===== src/rtl/cpwm_pkg.sv =====
package cpwm_pkg;

  typedef enum logic {
    DIR_UP   = 1'b0,
    DIR_DOWN = 1'b1
  } cpwm_dir_e;

  // Top count for a resolution code; codes above 2 saturate at the widest.
  function automatic int unsigned top_count(input logic [1:0] code,
                                            input int unsigned base_bits);
    int unsigned step;
    step = (code == 2'd3) ? 32'd2 : 32'(code);
    return (32'd1 << (base_bits + step)) - 32'd1;
  endfunction

endpackage


===== src/rtl/cpwm_updown_counter.sv =====
module cpwm_updown_counter
  import cpwm_pkg::*;
#(
  parameter int W        = 16,
  parameter int RES_BASE = 8
) (
  input  logic         clk,
  input  logic         rst,
  input  logic         tick,
  input  logic [1:0]   res_sel,
  output logic [W-1:0] cnt_q,
  output logic [W-1:0] top,
  output logic [W-1:0] nxt,
  output logic         going_up,
  output logic         hit_top,
  output logic         ovf_flag
);

  cpwm_dir_e dir_q, dir_n;
  logic      hit_zero;

  always_comb begin
    top = W'(top_count(res_sel, RES_BASE));
  end

  always_comb begin
    going_up = (dir_q == DIR_UP);
    if (going_up) begin
      nxt   = (cnt_q >= top) ? top : cnt_q + W'(1);
      dir_n = (nxt == top) ? DIR_DOWN : DIR_UP;
    end else begin
      nxt   = (cnt_q == '0) ? '0 : cnt_q - W'(1);
      dir_n = (nxt == '0) ? DIR_UP : DIR_DOWN;
    end
    hit_top  = going_up && (nxt == top);
    hit_zero = !going_up && (nxt == '0);
  end

  always_ff @(posedge clk) begin
    if (rst) begin
      cnt_q    <= '0;
      dir_q    <= DIR_UP;
      ovf_flag <= 1'b0;
    end else begin
      ovf_flag <= tick && hit_zero;
      if (tick) begin
        cnt_q <= nxt;
        dir_q <= dir_n;
      end
    end
  end

  // no movement of the count without a tick
  assert_hold_R10: assert property (@(posedge clk) disable iff (rst)
    !tick |=> $stable(cnt_q));

  // bottom flag only ever accompanies a zero count
  assert_ovf_bottom_R8: assert property (@(posedge clk) disable iff (rst)
    ovf_flag |-> (cnt_q == '0));

  // a flag only follows a ticked cycle
  assert_ovf_tick_R10: assert property (@(posedge clk) disable iff (rst)
    !tick |=> !ovf_flag);

  // with a fixed resolution the count stays within top
  assert_range_R1: assert property (@(posedge clk) disable iff (rst)
    ($stable(res_sel) && ($past(cnt_q) <= $past(top))) |-> (cnt_q <= top));

endmodule


===== src/rtl/cpwm_channel.sv =====
module cpwm_channel #(
  parameter int W = 16
) (
  input  logic         clk,
  input  logic         rst,
  input  logic         step,
  input  logic         going_up,
  input  logic         hit_top,
  input  logic [W-1:0] nxt,
  input  logic [W-1:0] cnt_q,
  input  logic [W-1:0] top,
  input  logic         wr_hit,
  input  logic [W-1:0] wr_data,
  input  logic         invert,
  output logic         pwm_q,
  output logic         flag_q
);

  logic [W-1:0] hold_q;
  logic [W-1:0] act_q;
  logic [W-1:0] cmp_eff;
  logic         lvl_q, lvl_n;

  // On the top-reaching tick the newly loaded value already governs.
  always_comb begin
    cmp_eff = hit_top ? hold_q : act_q;
    lvl_n   = lvl_q;
    if (step) begin
      if (cmp_eff == '0)       lvl_n = 1'b0;
      else if (cmp_eff >= top) lvl_n = 1'b1;
      else if (nxt == cmp_eff) lvl_n = !going_up;
    end
  end

  always_ff @(posedge clk) begin
    if (rst) begin
      hold_q <= '0;
      act_q  <= '0;
      lvl_q  <= 1'b0;
      pwm_q  <= 1'b0;
      flag_q <= 1'b0;
    end else begin
      if (wr_hit) hold_q <= wr_data;
      if (step && hit_top) act_q <= hold_q;
      lvl_q  <= lvl_n;
      pwm_q  <= lvl_n ^ invert;
      flag_q <= step && (nxt == cmp_eff);
    end
  end

  // zero compare keeps the level low
  assert_zero_low_R7: assert property (@(posedge clk) disable iff (rst)
    (act_q == '0) |-> !lvl_q);

  // compare at or above top keeps the level high
  assert_full_high_R7: assert property (@(posedge clk) disable iff (rst)
    ($stable(top) && (act_q >= top) && (act_q != '0)) |-> lvl_q);

  // a match flag implies the count sits on the active compare
  assert_flag_match_R9: assert property (@(posedge clk) disable iff (rst)
    flag_q |-> (cnt_q == act_q));

  // the active compare changes only as the count lands on top
  assert_load_top_R4: assert property (@(posedge clk) disable iff (rst)
    !$stable(act_q) |-> (cnt_q == top));

endmodule


===== src/rtl/cpwm_timer.sv =====
module cpwm_timer #(
  parameter int W        = 16,
  parameter int RES_BASE = 8
) (
  input  logic         clk,
  input  logic         rst,
  input  logic         tick,
  input  logic [1:0]   res_sel,
  input  logic         wr_en,
  input  logic         wr_sel,
  input  logic [W-1:0] wr_data,
  input  logic         inv_a,
  input  logic         inv_b,
  output logic         pwm_a,
  output logic         pwm_b,
  output logic         cmp_flag_a,
  output logic         cmp_flag_b,
  output logic         ovf_flag
);

  localparam int NCH = 2;

  logic [W-1:0]   cnt_q, top, nxt;
  logic           going_up, hit_top;
  logic [NCH-1:0] inv_v, pwm_v, flag_v;

  assign inv_v = {inv_b, inv_a};

  cpwm_updown_counter #(.W(W), .RES_BASE(RES_BASE)) u_cnt (
    .clk      (clk),
    .rst      (rst),
    .tick     (tick),
    .res_sel  (res_sel),
    .cnt_q    (cnt_q),
    .top      (top),
    .nxt      (nxt),
    .going_up (going_up),
    .hit_top  (hit_top),
    .ovf_flag (ovf_flag)
  );

  for (genvar ch = 0; ch < NCH; ch++) begin : g_ch
    cpwm_channel #(.W(W)) u_ch (
      .clk      (clk),
      .rst      (rst),
      .step     (tick),
      .going_up (going_up),
      .hit_top  (hit_top),
      .nxt      (nxt),
      .cnt_q    (cnt_q),
      .top      (top),
      .wr_hit   (wr_en && (wr_sel == 1'(ch))),
      .wr_data  (wr_data),
      .invert   (inv_v[ch]),
      .pwm_q    (pwm_v[ch]),
      .flag_q   (flag_v[ch])
    );
  end

  assign pwm_a      = pwm_v[0];
  assign pwm_b      = pwm_v[1];
  assign cmp_flag_a = flag_v[0];
  assign cmp_flag_b = flag_v[1];

endmodule


===== config.mk =====
export PLATFORM = sky130hd
export DESIGN_NAME = cpwm_timer
export DESIGN_NICKNAME = d
export VERILOG_FILES = /design/src/rtl/cpwm_pkg.sv /design/src/rtl/cpwm_updown_counter.sv /design/src/rtl/cpwm_channel.sv /design/src/rtl/cpwm_timer.sv
export SDC_FILE = /design/constraint.sdc
export NUM_CORES = 1
export LEC_CHECK = 0
export ABC_AREA = 1
export CORE_ASPECT_RATIO = 1.2
export CORE_MARGIN = 3
export CORE_UTILIZATION = 58
export CTS_CLUSTER_DIAMETER = 80
export DETAILED_ROUTE_END_ITERATION = 6
export GPL_TIMING_DRIVEN = 0
export HOLD_SLACK_MARGIN = 0.15
export PLACE_DENSITY = 0.85
export RECOVER_POWER = 25
export SETUP_SLACK_MARGIN = 0.02
export SKIP_LAST_GASP = 1
export SYNTH_ARGS = -nofsm -noshare
export SYNTH_HDL_FRONTEND = slang
export SYNTH_HIERARCHICAL = 1
export SYNTH_SLANG_ARGS = --single-unit

===== constraint.sdc =====
create_clock -name clk -period 7.5 [get_ports clk]
set_input_delay 0.75 -clock clk [delete_from_list [all_inputs] [get_ports clk]]
set_output_delay 0.75 -clock clk [all_outputs]
set_load 0.01 [all_outputs]

Word-level counts from Yosys, hierarchy flattened
Index checks and enable logic that the tools add are counted.
{"block": "totals", "regBits": 88, "out_inout_bits": 5, "word_cells": 60}
{"block": "op_classes", "addsub": 4, "n_lt_le_gt_ge": 3, "n_eq_ne": 5, "shift": 1, "muxes": 17, "bitwise_logic": 4, "n_reduce_logical": 13}
{"operator": "16-bit logical NOT", "count": 5}
{"operator": "16-bit two-way mux", "count": 5}
{"operator": "16-bit equality test", "count": 4}
{"operator": "16-bit greater-or-equal comparator", "count": 3}
{"operator": "4-bit by 32-bit adder with 32-bit output, first input constant", "count": 1}
{"operator": "1-bit by 32-bit left shift with 16-bit output, first input constant", "count": 1}
{"operator": "16-bit by 1-bit subtractor with 16-bit output, second input constant", "count": 2}
{"operator": "16-bit by 1-bit adder with 16-bit output, second input constant", "count": 1}
{"operator": "1-bit two-way mux", "count": 11}
{"operator": "1-bit logical AND", "count": 8}
{"operator": "2-bit equality test, second input constant", "count": 1}
{"operator": "2-bit two-way mux", "count": 1}
{"operator": "1-bit inverter", "count": 2}
{"operator": "1-bit bitwise XOR", "count": 2}

Depth between registers and ports, before layout
{"block": "logic_depth", "word_depth": 17, "ltp_mapped": 34, "depth_no_buf": 32}

Cells and area by module
The synthesis kept the hierarchy.
{"module": "cpwm_channel (g_ch[0].u_ch)", "n_inst": 1, "cells_per_inst": 381, "area_each_um2": 2321.0, "seq_area_each_um2": 700.7}
{"module": "cpwm_channel (g_ch[1].u_ch)", "n_inst": 1, "cells_per_inst": 381, "area_each_um2": 2316.0, "seq_area_each_um2": 700.7}
{"module": "cpwm_updown_counter", "n_inst": 1, "cells_per_inst": 358, "area_each_um2": 2058.2, "seq_area_each_um2": 360.3}
{"module": "cpwm_timer", "n_inst": 1, "cells_per_inst": 4, "area_each_um2": 17.5, "seq_area_each_um2": 0.0}

Worst setup path before layout
OpenSTA, ideal clock, no wires.
{"block": "synth_timing", "kind": "input -> register", "start": "input res_sel[1]", "end": "register g_ch[0].u_ch.pwm_q", "setup_time_ns": 0.115, "arrival_ns": 3.638, "required_ns": 7.385, "path_slack_ns": 3.747, "cell_stages": 32, "cell_sequence": "inv_1 -> ha_1 -> nand3_1 -> nor2_2 -> nand2_4 -> nand2_4 -> inv_4 -> buf_6 -> nand3_1 -> nand4_1 -> nor2_1 -> nand2_1 -> nor2_1 -> buf_2 -> nand2_1 -> nand2_1 -> inv_1 -> ha_1 -> inv_1 -> o21bai_1 -> nand2_1 -> nand2_1 -> nand2_1 -> nand2_1 -> nand2_1 -> nand2_1 -> nor2_1 -> nand3_1 -> nand2_1 -> nand3_1 -> nand2_1 -> nor2_1"}
{"block": "synth_via", "elab_chain_len": 17, "word_cells_on_any_way": 19, "classes_between": "add/sub: 2; order compare: 2; eq/ne: 3; shift: 1; mux: 8; bitwise: 1; reduce/logical: 2"}
{"element": "start, declared", "line_no": "cpwm_timer.sv:8", "source": "input logic [1:0] res_sel,"}
{"element": "2-bit equality test", "line_no": "cpwm_pkg.sv:12", "source": "step = (code == 2'd3) ? 32'd2 : 32'(code);"}
{"element": "2-bit two-way mux *", "line_no": "cpwm_pkg.sv:12"}
{"element": "4-bit by 32-bit adder with 32-bit output *", "line_no": "cpwm_pkg.sv:13", "source": "return (32'd1 << (base_bits + step)) - 32'd1;"}
{"element": "1-bit by 32-bit left shift with 16-bit output *", "line_no": "cpwm_pkg.sv:13"}
{"element": "16-bit by 1-bit subtractor with 16-bit output *", "line_no": "cpwm_pkg.sv:13"}
{"element": "16-bit greater-or-equal comparator", "line_no": "cpwm_updown_counter.sv:29", "source": "nxt = (cnt_q >= top) ? top : cnt_q + W'(1);"}
{"element": "16-bit two-way mux", "line_no": "cpwm_updown_counter.sv:29"}
{"element": "16-bit two-way mux", "line_no": "cpwm_updown_counter.sv:28", "source": "if (going_up) begin"}
{"element": "16-bit equality test *", "line_no": "cpwm_updown_counter.sv:35", "source": "hit_top = going_up && (nxt == top);"}
{"element": "1-bit logical AND *", "line_no": "cpwm_updown_counter.sv:35"}
{"element": "via hit_top", "line_no": "cpwm_timer.sv:24", "source": "logic going_up, hit_top;"}
{"element": "16-bit two-way mux *", "line_no": "cpwm_channel.sv:26", "source": "cmp_eff = hit_top ? hold_q : act_q;"}
{"element": "parallel branches: the longest is 3 deep, another holds 16-bit greater-or-equal comparator"}
{"element": "1-bit two-way mux *", "line_no": "cpwm_channel.sv:29", "source": "if (cmp_eff == '0) lvl_n = 1'b0;"}
{"element": "1-bit two-way mux *", "line_no": "cpwm_channel.sv:28", "source": "if (step) begin"}
{"element": "1-bit bitwise XOR *", "line_no": "cpwm_channel.sv:46", "source": "pwm_q <= lvl_n ^ invert;"}
{"element": "end signal, assigned", "line_no": "cpwm_channel.sv:46"}
{"element": "end, declared", "line_no": "cpwm_channel.sv:15", "source": "output logic pwm_q,"}
Mark *: on every way through the listed nets, which the timed path passes.
A chain may end at the register's enable or synchronous reset.

Worst setup path in the final report
Same ends and word-level chain as after synthesis.

==> out/summary.txt <==
Clk root buf: clkbuf_16
Most common cell after layout, fill and taps aside: nand2_1
Wirelength per Cell: 14.2 um
DRC: 8
Clock transition at the registers of the reported paths: 0.07 ns
Grt total ovfl: 0
Failing checks: DRC
Worst vdd ir: 0.165 mV
Starting Density: 60.0%
Clock Skew: 0.00818 ns
Final Max Tran Viols: 0
Layout area overhead: 12.2%
Initial DRC Count: 549
Post-Route WL: 18,900 um
WP data required: 7.75 ns
MaxCap Viol Count: 0
Leakage: 4.00 nW
CP peak stage delay: 0.58 ns
DR vias: 7,166
Slowest-stage cell, CP: clkdlybuf4s50_1
CP arrival: 5.29 ns
CTS tree: done
PD cells: 195 nW/um^2
CTS buffer count: 9
Vias per cell: 5.37
Initial DRT Pass Iterations: 7
Core Area: 11,200 um^2
I/O pin count: 30
Vias in the first global route: 6,401
Status: finished, violations left
Slew Limit Headroom: 30.6%
Worst skew pair latency: 0.35 ns
Yosys cell types: 34
Cells after Synth: 1,124
GRT Total Usage: 29.3%
Die Y-Extent: 124 um
Worst setup path class: primary input to register
Die width: 104 um
Final cycle utilization of the critical path: 67.2%
Endpoints failing hold: 0
Synthesis warning total: 6
Post-cts sizing count: 0
Post-DP HPWL: 14,700 um
First-pass GRT wire length: 30,400 um
H-tree levels: 3
Worst-margin pin slew: 1.03 ns
Max Root-Sink Buffers: 2
Post-CTS Setup Inserts: 0
Nets: 1,237
Hold Buf Count CTS: 0
Row cnt: 42
Die area: 12,900 um^2
Inserted Diodes: 0
Largest net degree at the start of global routing: 17
Synth Cell Area: 6710 um^2
Post-synthesis sequential area ratio: 26.2%
Fmax: 198 MHz
Final core utilization: 67.3%
Placed Area: 7230 um^2
Nature of the critical path endpoint: register
Sum Neg Setup Slack: 0 ns
# clock sinks: 88
RSZ-0062 raised after global routing: no
Initial antenna violation count: 0
Final Setup Violations: 0
CP Max Fanout: 10
Placer Congestion: 0.954
Most frequent cells in the layout: nand2_1 (328), inv_1 (165), nor2_1 (117)
Critical Path Start Type: primary input
Hold WC Path Type: register to register
Most used cell, CP: nand2_1
Synth Register Bits: 88
Tmin final: 5.04 ns
Final ANT Viol Nets: 0
Mapped Avg Cell Area: 5.97 um^2
Port bufs: 28
Layout cell share with drive strength beyond 1: 6.53%
Post-Layout Inst Area: 7530 um^2
==> path summary, 6_finish.rpt <==
| kind | start | end | slack (ns) | cells after the start |
|---|---|---|---|---|
| min | g_ch[1].u_ch/act_q[7] | g_ch[1].u_ch/act_q[7] | 0.46 | 2 |
| min reg2reg | g_ch[1].u_ch/act_q[7] | g_ch[1].u_ch/act_q[7] | 0.46 | 2 |
| max reg2reg | u_cnt/cnt_q[0] | g_ch[0].u_ch/pwm_q | 2.97 | 33 |
| max | res_sel[1] | g_ch[0].u_ch/pwm_q | 2.46 | 33 |
==> power by group <==
| part | switching, mW | leakage, nW | internal (mW) |
|---|---|---|---|
| registers | 0.0214 | 0.721 | 0.496 |
| logic | 0.314 | 3.13 | 0.166 |
| clock network | 0.206 | 0.146 | 0.264 |
==> cell type report <==
class / instances / area, um^2
Multi-Input combinational cell: 822 / 4000
Fill cell: 1042 / 3660
Sequential cell: 88 / 1760
Inverter: 171 / 644
Buffer: 55 / 352
Timing Repair Buffer: 28 / 280
Clock buffer: 10 / 229
Tap cell: 154 / 193
Clock inverter: 6 / 75.1
==> metrics by stage <==
step / setup WS, ns / std cells / power (mW) / hold slack [ns]
after floorplan: 3.75 / 1136 / 0.870 / 0.429
after detailed placement: 2.28 / 1318 / 0.990 / 0.447
after CTS: 2.59 / 1334 / 1.46 / 0.457
after global placement: 2.29 / 1318 / 0.980 / 0.440
after global routing: 2.19 / 1334 / 1.55 / 0.481
final: 2.46 / 1334 / 1.47 / 0.458
==> per-layer routing <==
metal / track usage, % / up-vias / share of wire, %
met3: 3.53 / 73 / 6.7
met5: 0 / - / 0
met4: 16.8 / 0 / 5.7
met2: 52.2 / 297 / 48
met1: 34.4 / 3188 / 40
li1: - / 3608 / -
==> cells by family (layout without fill, tap and decap cells) <==
kind of cell    count (synthesis)  after routing  share of synthesized area (%)
compound gates                165            165                           12.6
xor+xnor                        7              7                          0.913
fa+ha+maj                      37             37                           6.90
buf+inv                       226            270                           14.8
flops                          88             88                           26.2
other cells                     2             14                          0.112
simple gates                  599            599                           38.4
==> synthesized netlist by cell type, drive strengths merged <==
master | n | area, um^2
nand2 | 342 | 1340
inv | 170 | 641
nor2 | 125 | 521
nand3 | 94 | 475
dfxtp | 88 | 1760
a21oi | 81 | 405
o21ai | 77 | 385
ha | 37 | 463
buf | 34 | 270
clkbuf | 21 | 81.3
nand4 | 16 | 100
nand3b | 12 | 90.1
nor3 | 10 | 55.1
xor2 | 6 | 52.6
o21bai | 4 | 30.0
conb | 2 | 7.51
o21a | 2 | 15.0
a211oi | 1 | 7.51
clkinv | 1 | 3.75
xnor2 | 1 | 8.76
==> flip-flops by register name (all words and copies together) (netlist names) <==
signal / count
g_ch.u_ch/act_q: 32
g_ch.u_ch/flag_q: 2
g_ch.u_ch/hold_q: 32
g_ch.u_ch/lvl_q: 2
g_ch.u_ch/pwm_q: 2
u_cnt/cnt_q: 16
u_cnt/dir_q: 1
u_cnt/ovf_flag: 1
==> critical path, delay by kind of cell <==
family / cells / cell delay, ns
AOI/OAI and AO/OA: 1 / 0.05
buffers and inverters: 7 / 1.36
and+or+nand+nor: 23 / 2.51
adders and majority gates: 2 / 0.60
Power figures use the tool's default switching activity.
